`src/rtl/vaSegPkg.sv`:
```
package vaSegPkg;

  typedef enum logic [1:0] {
    MODE_KERN = 2'b00,
    MODE_SUPV = 2'b01,
    MODE_USER = 2'b10,
    MODE_RSVD = 2'b11
  } privMode_e;

  typedef enum logic [1:0] {
    RES_DIRECT = 2'b00,
    RES_MAP    = 2'b01,
    RES_BAD    = 2'b10
  } resCode_e;

  typedef enum logic [2:0] {
    SEG_USER,
    SEG_KUNC0,
    SEG_KUNC1,
    SEG_SUPV,
    SEG_KTOP
  } segId_e;

  typedef enum logic [1:0] {
    OFS_NONE,
    OFS_WIN0,
    OFS_WIN1
  } offSel_e;

  // Strobes from control to datapath
  typedef struct packed {
    logic     capture;
    resCode_e code;
    offSel_e  offSel;
    logic     grant;
  } ctrlStrobe_t;

endpackage

```
`src/rtl/vaSegCtrl.sv`:
```
module vaSegCtrl
  import vaSegPkg::*;
#(
  parameter int ADDR_W = 32
) (
  input  logic              clk,
  input  logic              rstN,
  input  logic              reqValid,
  input  logic [ADDR_W-1:0] reqAddr,
  input  logic [1:0]        reqMode,
  input  logic              reqErl,
  output ctrlStrobe_t       strobe
);

  localparam int SEL_W = 3;

  logic [SEL_W-1:0] topBits;
  segId_e           seg;
  privMode_e        mode;
  logic             isKern;
  logic             isSupOrKern;

  assign topBits     = reqAddr[ADDR_W-1 -: SEL_W];
  assign mode        = privMode_e'(reqMode);
  assign isKern      = (mode == MODE_KERN);
  assign isSupOrKern = (mode == MODE_KERN) || (mode == MODE_SUPV);

  always_comb begin
    unique casez (topBits)
      3'b0??:  seg = SEG_USER;
      3'b100:  seg = SEG_KUNC0;
      3'b101:  seg = SEG_KUNC1;
      3'b110:  seg = SEG_SUPV;
      default: seg = SEG_KTOP;
    endcase
  end

  always_comb begin
    strobe.capture = reqValid;
    strobe.code    = RES_BAD;
    strobe.offSel  = OFS_NONE;
    strobe.grant   = 1'b0;
    unique case (seg)
      SEG_USER: begin
        if (reqErl) begin
          strobe.code  = RES_DIRECT;
          strobe.grant = 1'b1;
        end else begin
          strobe.code  = RES_MAP;
        end
      end
      SEG_KUNC0: begin
        if (isKern) begin
          strobe.code   = RES_DIRECT;
          strobe.offSel = OFS_WIN0;
          strobe.grant  = 1'b1;
        end
      end
      SEG_KUNC1: begin
        if (isKern) begin
          strobe.code   = RES_DIRECT;
          strobe.offSel = OFS_WIN1;
          strobe.grant  = 1'b1;
        end
      end
      SEG_SUPV: begin
        if (isSupOrKern) strobe.code = RES_MAP;
      end
      default: begin
        if (isKern) strobe.code = RES_MAP;
      end
    endcase
  end

  // unmapped kernel windows refused outside kernel level
  a_r5_kwin_kernel_only: assert property (@(posedge clk) disable iff (!rstN)
    (reqValid && reqAddr[ADDR_W-1 -: 2] == 2'b10 && reqMode != 2'b00)
      |-> (strobe.code == RES_BAD && !strobe.grant));

  // top window only for kernel level
  a_r7_top_kernel_only: assert property (@(posedge clk) disable iff (!rstN)
    (reqValid && reqAddr[ADDR_W-1 -: 3] == 3'b111 && reqMode != 2'b00)
      |-> strobe.code == RES_BAD);

  // user-like levels never get a mapped verdict above the user window
  a_r11_user_high_bad: assert property (@(posedge clk) disable iff (!rstN)
    (reqValid && reqAddr[ADDR_W-1] && reqMode[1])
      |-> strobe.code == RES_BAD);

endmodule

```
`src/rtl/vaSegPath.sv`:
```
module vaSegPath
  import vaSegPkg::*;
#(
  parameter int ADDR_W = 32
) (
  input  logic              clk,
  input  logic              rstN,
  input  ctrlStrobe_t       strobe,
  input  logic [ADDR_W-1:0] reqAddr,
  output logic              rspValid,
  output logic [1:0]        rspCode,
  output logic [ADDR_W-1:0] rspPhys,
  output logic              rspRead,
  output logic              rspWrite
);

  localparam logic [ADDR_W-1:0] WIN0_BASE = {3'b100, {(ADDR_W-3){1'b0}}};
  localparam logic [ADDR_W-1:0] WIN1_BASE = {3'b101, {(ADDR_W-3){1'b0}}};

  logic [ADDR_W-1:0] offset;
  logic [ADDR_W-1:0] physNext;
  logic              isDirect;

  always_comb begin
    unique case (strobe.offSel)
      OFS_WIN0: offset = WIN0_BASE;
      OFS_WIN1: offset = WIN1_BASE;
      default:  offset = '0;
    endcase
  end

  assign isDirect = (strobe.code == RES_DIRECT);
  assign physNext = isDirect ? (reqAddr - offset) : '0;

  always_ff @(posedge clk or negedge rstN) begin
    if (!rstN) begin
      rspValid <= 1'b0;
      rspCode  <= RES_DIRECT;
      rspPhys  <= '0;
      rspRead  <= 1'b0;
      rspWrite <= 1'b0;
    end else begin
      rspValid <= strobe.capture;
      if (strobe.capture) begin
        rspCode  <= strobe.code;
        rspPhys  <= physNext;
        rspRead  <= strobe.grant && isDirect;
        rspWrite <= strobe.grant && isDirect;
      end
    end
  end

  // bad verdict carries no address and no grant
  a_r8_bad_zeroed: assert property (@(posedge clk) disable iff (!rstN)
    (rspCode == RES_BAD) |-> (rspPhys == '0 && !rspRead && !rspWrite));

  // a strobed cycle produces a response next cycle
  a_r9_valid_follows: assert property (@(posedge clk) disable iff (!rstN)
    strobe.capture |=> rspValid);

  // without a strobe the verdict holds
  a_r9_hold: assert property (@(posedge clk) disable iff (!rstN)
    !strobe.capture |=> ($stable(rspCode) && $stable(rspPhys) && !rspValid));

  // direct results land in the low half with full grant
  a_r2_direct_low: assert property (@(posedge clk) disable iff (!rstN)
    (rspValid && rspCode == RES_DIRECT) |-> (!rspPhys[ADDR_W-1] && rspRead && rspWrite));

endmodule

```
`src/rtl/vaSegGuard.sv`:
```
module vaSegGuard
  import vaSegPkg::*;
#(
  parameter int ADDR_W = 32
) (
  input  logic              clk,
  input  logic              rstN,
  input  logic              reqValid,
  input  logic [ADDR_W-1:0] reqAddr,
  input  logic [1:0]        reqMode,
  input  logic              reqErl,
  output logic              rspValid,
  output logic [1:0]        rspCode,
  output logic [ADDR_W-1:0] rspPhys,
  output logic              rspRead,
  output logic              rspWrite
);

  ctrlStrobe_t strobe;

  vaSegCtrl #(.ADDR_W(ADDR_W)) u_ctrl (
    .clk      (clk),
    .rstN     (rstN),
    .reqValid (reqValid),
    .reqAddr  (reqAddr),
    .reqMode  (reqMode),
    .reqErl   (reqErl),
    .strobe   (strobe)
  );

  vaSegPath #(.ADDR_W(ADDR_W)) u_path (
    .clk      (clk),
    .rstN     (rstN),
    .strobe   (strobe),
    .reqAddr  (reqAddr),
    .rspValid (rspValid),
    .rspCode  (rspCode),
    .rspPhys  (rspPhys),
    .rspRead  (rspRead),
    .rspWrite (rspWrite)
  );

endmodule

```
`config.mk`:
```
export PLATFORM = sky130hd
export DESIGN_NAME = vaSegGuard
export DESIGN_NICKNAME = d
export VERILOG_FILES = /design/src/rtl/vaSegPkg.sv /design/src/rtl/vaSegCtrl.sv /design/src/rtl/vaSegPath.sv /design/src/rtl/vaSegGuard.sv
export SDC_FILE = /design/constraint.sdc
export NUM_CORES = 1
export LEC_CHECK = 0
export BUFFER_PORTS_ARGS = -buffer_cell sky130_fd_sc_hd__buf_2
export CAP_MARGIN = 20
export CORE_ASPECT_RATIO = 1.5
export CORE_MARGIN = 2
export CORE_UTILIZATION = 46
export CTS_BUF_LIST = sky130_fd_sc_hd__clkbuf_8
export DETAILED_ROUTE_END_ITERATION = 10
export GPL_ROUTABILITY_DRIVEN = 0
export PLACE_DENSITY = 0.78
export SLEW_MARGIN = 20
export SYNTH_ARGS = -nofsm -noshare
export SYNTH_HDL_FRONTEND = slang
export SYNTH_SLANG_ARGS = --single-unit
```
`constraint.sdc`:
```
create_clock -name clk -period 0.9 [get_ports clk]
set_input_delay 0.045 -clock clk [delete_from_list [all_inputs] [get_ports clk]]
set_output_delay 0.045 -clock clk [all_outputs]
set_load 0.05 [all_outputs]
```
==> results of run 1 <==
[repair_timing]
item | CTS
hold endpoints to repair | 65
buffers inserted | 6
endpoints found under the setup margin | 70
pin swaps | 13
cloned | 3
hold buffers | 30
resized for setup | 86
[cells in the mapped netlist (all sizes together) (2+ instances only)]
cell type,n,area (µm²)
dfrtp,36,900.9
a21o,2,15.01
inv,3,11.26
o2bb2ai,2,17.52
buf,4,41.29
o21ai,2,10.00
clkbuf,3,11.26
nor2,2,7.510
ha,3,37.54
xnor2,2,17.52
a22o,30,262.8
[stage by stage]
stage                     cells  setup WS, ns
after detailed placement    222       -0.6752
after floorplan              99       -0.4786
after CTS                   268       -0.3662
after global placement      222       -0.6317
[cell families after synthesis]
logic type,count (synthesis),share of synthesized area
buffers and inverters,11,0.04745
AOI/OAI and AO/OA,39,0.2390
adders and majority gates,3,0.02636
xor gates and xnor gates,2,0.01230
and+or+nand+nor,8,0.04218
DFF,36,0.6327
==> results by group, run 1 <==
Logic synthesis
  • Cell Area, Synth: between 1000 and 1500 µm²
  • Ys async rst share: 1.000
  • Count of yosys warnings during synthesis: 0
  • Total nets after synthesis: 140
  • Post-synthesis area per instance: 14.38 µm²
  • Number of enable flip-flop cells after synthesis: 0
  • Gate Count Post-Synth: 99
  • Number of distinct library cells after synthesis: 23
  • Primary flip-flop cell chosen by synthesis mapping: dfrtp_1
  • Count of state elements after synthesis: 36
  • Sequential fraction of the synthesis area: 0.6327

Placement
  • Placed Area: between 2000 and 2500 µm²
  • Hpwl dp: between 2000 and 3000 µm
  • Port bufs: 74

Floorplanning
  • Starting Density: 0.4838
  • Count of pins on the block boundary: 75
  • Chip height: just over 70 µm
  • Placement row count: 24
  • Die width: 49.43 µm

Timing
  • Worst setup endpoint GRT: u_path.rspPhys[31]$_DFFE_PN0P_/D
  • Worst End Pin Type: sequential cell input

Clocking
  • Count of clock tree sinks: 36
  • Library cell used as clock root buffer: clkbuf_8
  • Number of CTS-inserted buffers: 5
  • # H-tree levels: 2
  • Deepest clock path buffer count: 2

Global routing
  • Largest net degree at the start of global routing: 37

Status
  • Run status: did not finish
  • Failing step: 5_1_grt
  • Error message: [ERROR DPL-0038] Utilization greater than 100%, impossible to legalize
==> run 2, diff against run 1 <==
- CORE_ASPECT_RATIO: 1.5 -> not set
- CORE_UTILIZATION: 46 -> 35
- CTS_BUF_LIST: sky130_fd_sc_hd__clkbuf_8 -> not set
- PLACE_DENSITY: 0.78 -> not set
- PLACE_DENSITY_LB_ADDON: not set -> 0.15
==> results by group, run 2 <==
Detailed routing
  • Post-detailed-route wirelength per cell: between 10 and 15 µm
  • Via total after detailed routing: 1347
  • Routed wire length: between 4000 and 5000 µm
  • DRC Markers: 0
  • Met3 Wirelength: ~250 µm
  • WL met1: approximately 1700 µm
  • Initial DRC Count: 42
  • Highest layer used for signal routing: met4
  • Post-route ant nets: 0
  • Total met2 wirelength after detailed routing: 2095 µm
  • Vias per cell: around 4.7
  • Detailed-router iteration count before antenna repair: 4

Final layout
  • Net count of the finished layout: 276
  • Max reg flops: 32
  • Syn-to-layout area delta: 101.9%
  • Final core occ: 0.7240
  • Ant diodes: 0
  • Ratio of cells with drive above 1 in the final layout: 0.5424
  • Layout fillers: 258
  • Commonest non-fill, non-tap cell in the layout: buf_6
  • Most flops, register: u_path.rspPhys
  • Registers with the most flip-flops: u_path.rspPhys x32, u_path.rspCode x2
  • Top library cells by usage in the layout, fill and taps aside: 44 x buf_6, 34 x dfrtp_1, 33 x buf_2, 30 x a22o_1, 29 x dlygate4sd3_1
  • Sequential Area: 903.4 µm²
  • Area occupied by multi-input gates: between 500 and 600 µm²

Clocking
  • Deepest clock path buffer count: 2
  • Number of CTS-inserted buffers: 5
  • # H-tree levels: 2
  • Clock network latency to the later pin of the worst-skew pair: ~0.28 ns
  • Clock tree from TritonCTS: yes
  • Clock Pin Slew Worst Setup and Hold Paths: 0.07 ns
  • Library cell used as clock root buffer: clkbuf_8
  • Count of clock tree sinks: 36

Logic synthesis
  • Number of enable flip-flop cells after synthesis: 0
  • Share of the synthesized area in the top cell type: 0.6327
  • Count of yosys warnings during synthesis: 0
  • Biggest area contributors in the synthesized netlist: dfrtp_1 63%, a22o_1 18%, ha_1 2.6%, buf_6 2.4%, nor3b_4 1.3%
  • Post-synthesis area per instance: between 10 and 15 µm²
  • Cell type contributing the most total cell area after synthesis: dfrtp_1
  • Gate Count Post-Synth: roughly 100
  • Number of distinct library cells after synthesis: 23
  • Ys async rst share: 1.000
  • Count of state elements after synthesis: 36
  • Cell Area, Synth: ~1400 µm²
  • Primary flip-flop cell chosen by synthesis mapping: dfrtp_1
  • Synth top cells by count: 36 x dfrtp_1, 30 x a22o_1
  • Most used standard cell by instance count after synthesis: dfrtp_1
  • Sequential fraction of the synthesis area: 0.6327
  • Total nets after synthesis: 140

Worst setup path
  • Worst-path maximum fanout: 3
  • Data arrival time of the worst path: 1.42 ns
  • Reg2Reg Launch Point: u_path.rspPhys[14]
  • Number of buffer and inverter instances along the worst setup path: 1
  • Endpoint required time on the critical path: roughly 1.1 ns
  • Startpoint class of the critical path: input port
  • Reg2reg setup slack: about 0.030 ns
  • Class of the most critical setup path: input port to register
  • Crit path top cell by count: ha_4
  • Critical path launch point: reqMode[1]
  • FF-to-FF End: u_path.rspPhys[14]
  • Critical path's largest stage delay: between 0.2 and 0.25 ns
  • Critical-path top delay cell: nor3b_4
  • Element type at the critical path end: register
  • Reg2reg path depth: 2
  • Kind of cell with the highest combined delay on the critical path: adder cells
  • Ordered list of cells on the worst path: buf_6, nor3b_4, nand3_2, ha_4, ha_4, ha_4, xnor2_2, xnor2_1, a22o_1
  • Critical Path Stages: 9

Min path
  • Worst hold stages: 2
  • Capture endpoint of the worst hold path: u_path.rspPhys[13]
  • Class of the most critical hold timing path: input port to register
  • Source of the worst hold timing path: reqAddr[13]

Timing
  • Final worst setup slack: -0.3434 ns
  • Count of endpoints failing hold in the final timing report: 0
  • Maximum achievable frequency: around 800 MHz
  • Largest clock skew in the final design: 0 ns
  • Setup repair after global routing missed its margin: yes
  • Slew at the pin closest to its max-slew limit: between 0.3 and 0.4 ns
  • Post-Route Setup TNS: -5.444 ns
  • Max transition margin: 0.7711
  • Total of endpoints with negative setup slack in the final report: 35
  • Post-layout min period: ~1.2 ns
  • Crit share post-route: 1.382
  • Final Max Tran Viols: 0

Floorplanning
  • Starting Density: 0.3585
  • Core box area: between 3000 and 4000 µm²
  • Count of pins on the block boundary: between 70 and 80
  • Chip height: a little under 70 µm
  • Placement row count: 23
  • Die width: slightly below 70 µm
  • Total Die Area: about 4600 µm²

Global routing
  • Overall global routing resource usage: 0.1829
  • Total congestion overflow after global routing: 0
  • Largest net degree at the start of global routing: 37
  • Global-route wire length before repair: 6044 µm
  • Initial antenna violation count: 0
  • Number of global-route vias before repair: between 1000 and 1500

Power and ir drop
  • Leak Pwr: about 1.4 nW
  • Power per cell area: approximately 1600 nW/µm²
  • Worst voltage drop across the vdd grid: around 0.92 mV
  • Total power consumption of the routed design: 4.613 mW

Job
  • Maximum capacitance violations: 0

Placement
  • Port bufs: 74
  • Hpwl dp: 2510 µm

Status
  • Violations in the final reports: setup timing
  • Run status: finished, violations left
run 2: worst max-delay path by stage:
| stage | endpoint | slack [ns] |
|---|---|---|
| global route | u_path.rspPhys[31] | -0.39 |
| floorplan | u_path.rspPhys[31] | -0.48 |
| global placement | u_path.rspPhys[31] | -0.64 |
| finish | u_path.rspPhys[31] | -0.34 |
| detailed placement | u_path.rspPhys[31] | -0.69 |
| CTS | u_path.rspPhys[31] | -0.36 |
run 2: power by group:
group / internal [mW] / leakage (nW) / total [mW] / switching (mW)
clock: 0.543 / 0.0422 / 1.08 / 0.539
combinational: 0.763 / 0.928 / 1.65 / 0.887
sequential: 1.77 / 0.466 / 1.88 / 0.113
total: 3.07 / 1.44 / 4.61 / 1.54
run 2: logic make-up (layout without fill, tap and decap cells):
kind of cell	after synthesis	in the layout	synth area share
adder cells (fa/ha/maj)	3	3	0.02636
AO/OA/AOI/OAI	39	39	0.2390
flip-flops	36	36	0.6327
buffers and inverters	11	148	0.04745
AND/OR/NAND/NOR	8	8	0.04218
XOR/XNOR	2	2	0.01230
run 2: final cells by class:
| cell class | count | share of cell area |
|---|---|---|
| well taps | 50 | 0.02176 |
| clock buffers | 7 | 0.02654 |
| flip-flops and latches | 36 | 0.3142 |
| repair buffers | 136 | 0.4360 |
| multi-input cells | 52 | 0.1945 |
| clock inverters | 1 | 0.001741 |
| inverters | 4 | 0.005222 |
run 2: repair_timing:
item	CTS	global route
resized for setup	80	10
cloned	2	0
hold buffers	29	0
hold endpoints to repair	64	0
setup buffers	5	12
pin swaps	8	6
endpoints found under the setup margin	70	70
run 2: per-layer routing:
layer | track usage | up-vias
li1 | - | 645
met1 | 0.2083 | 639
met2 | 0.3186 | 56
met3 | 0.04500 | 7
met4 | 0.09000 | 0
met5 | 0 | -
run 2: through the flow:
step / std cells / hold WS, ns / setup slack [ns] / instance area, µm²
after global placement: 231 / 0.01819 / -0.6414 / 2026
after CTS: 275 / 0.001259 / -0.3575 / 2758
final: 286 / 0.006186 / -0.3434 / 2875
after detailed placement: 231 / 0.01916 / -0.6900 / 2026
after global routing: 286 / 0.0005432 / -0.3926 / 2875
after floorplan: 99 / -0.2506 / -0.4786 / 1495
(Power assumes the default switching activity.)
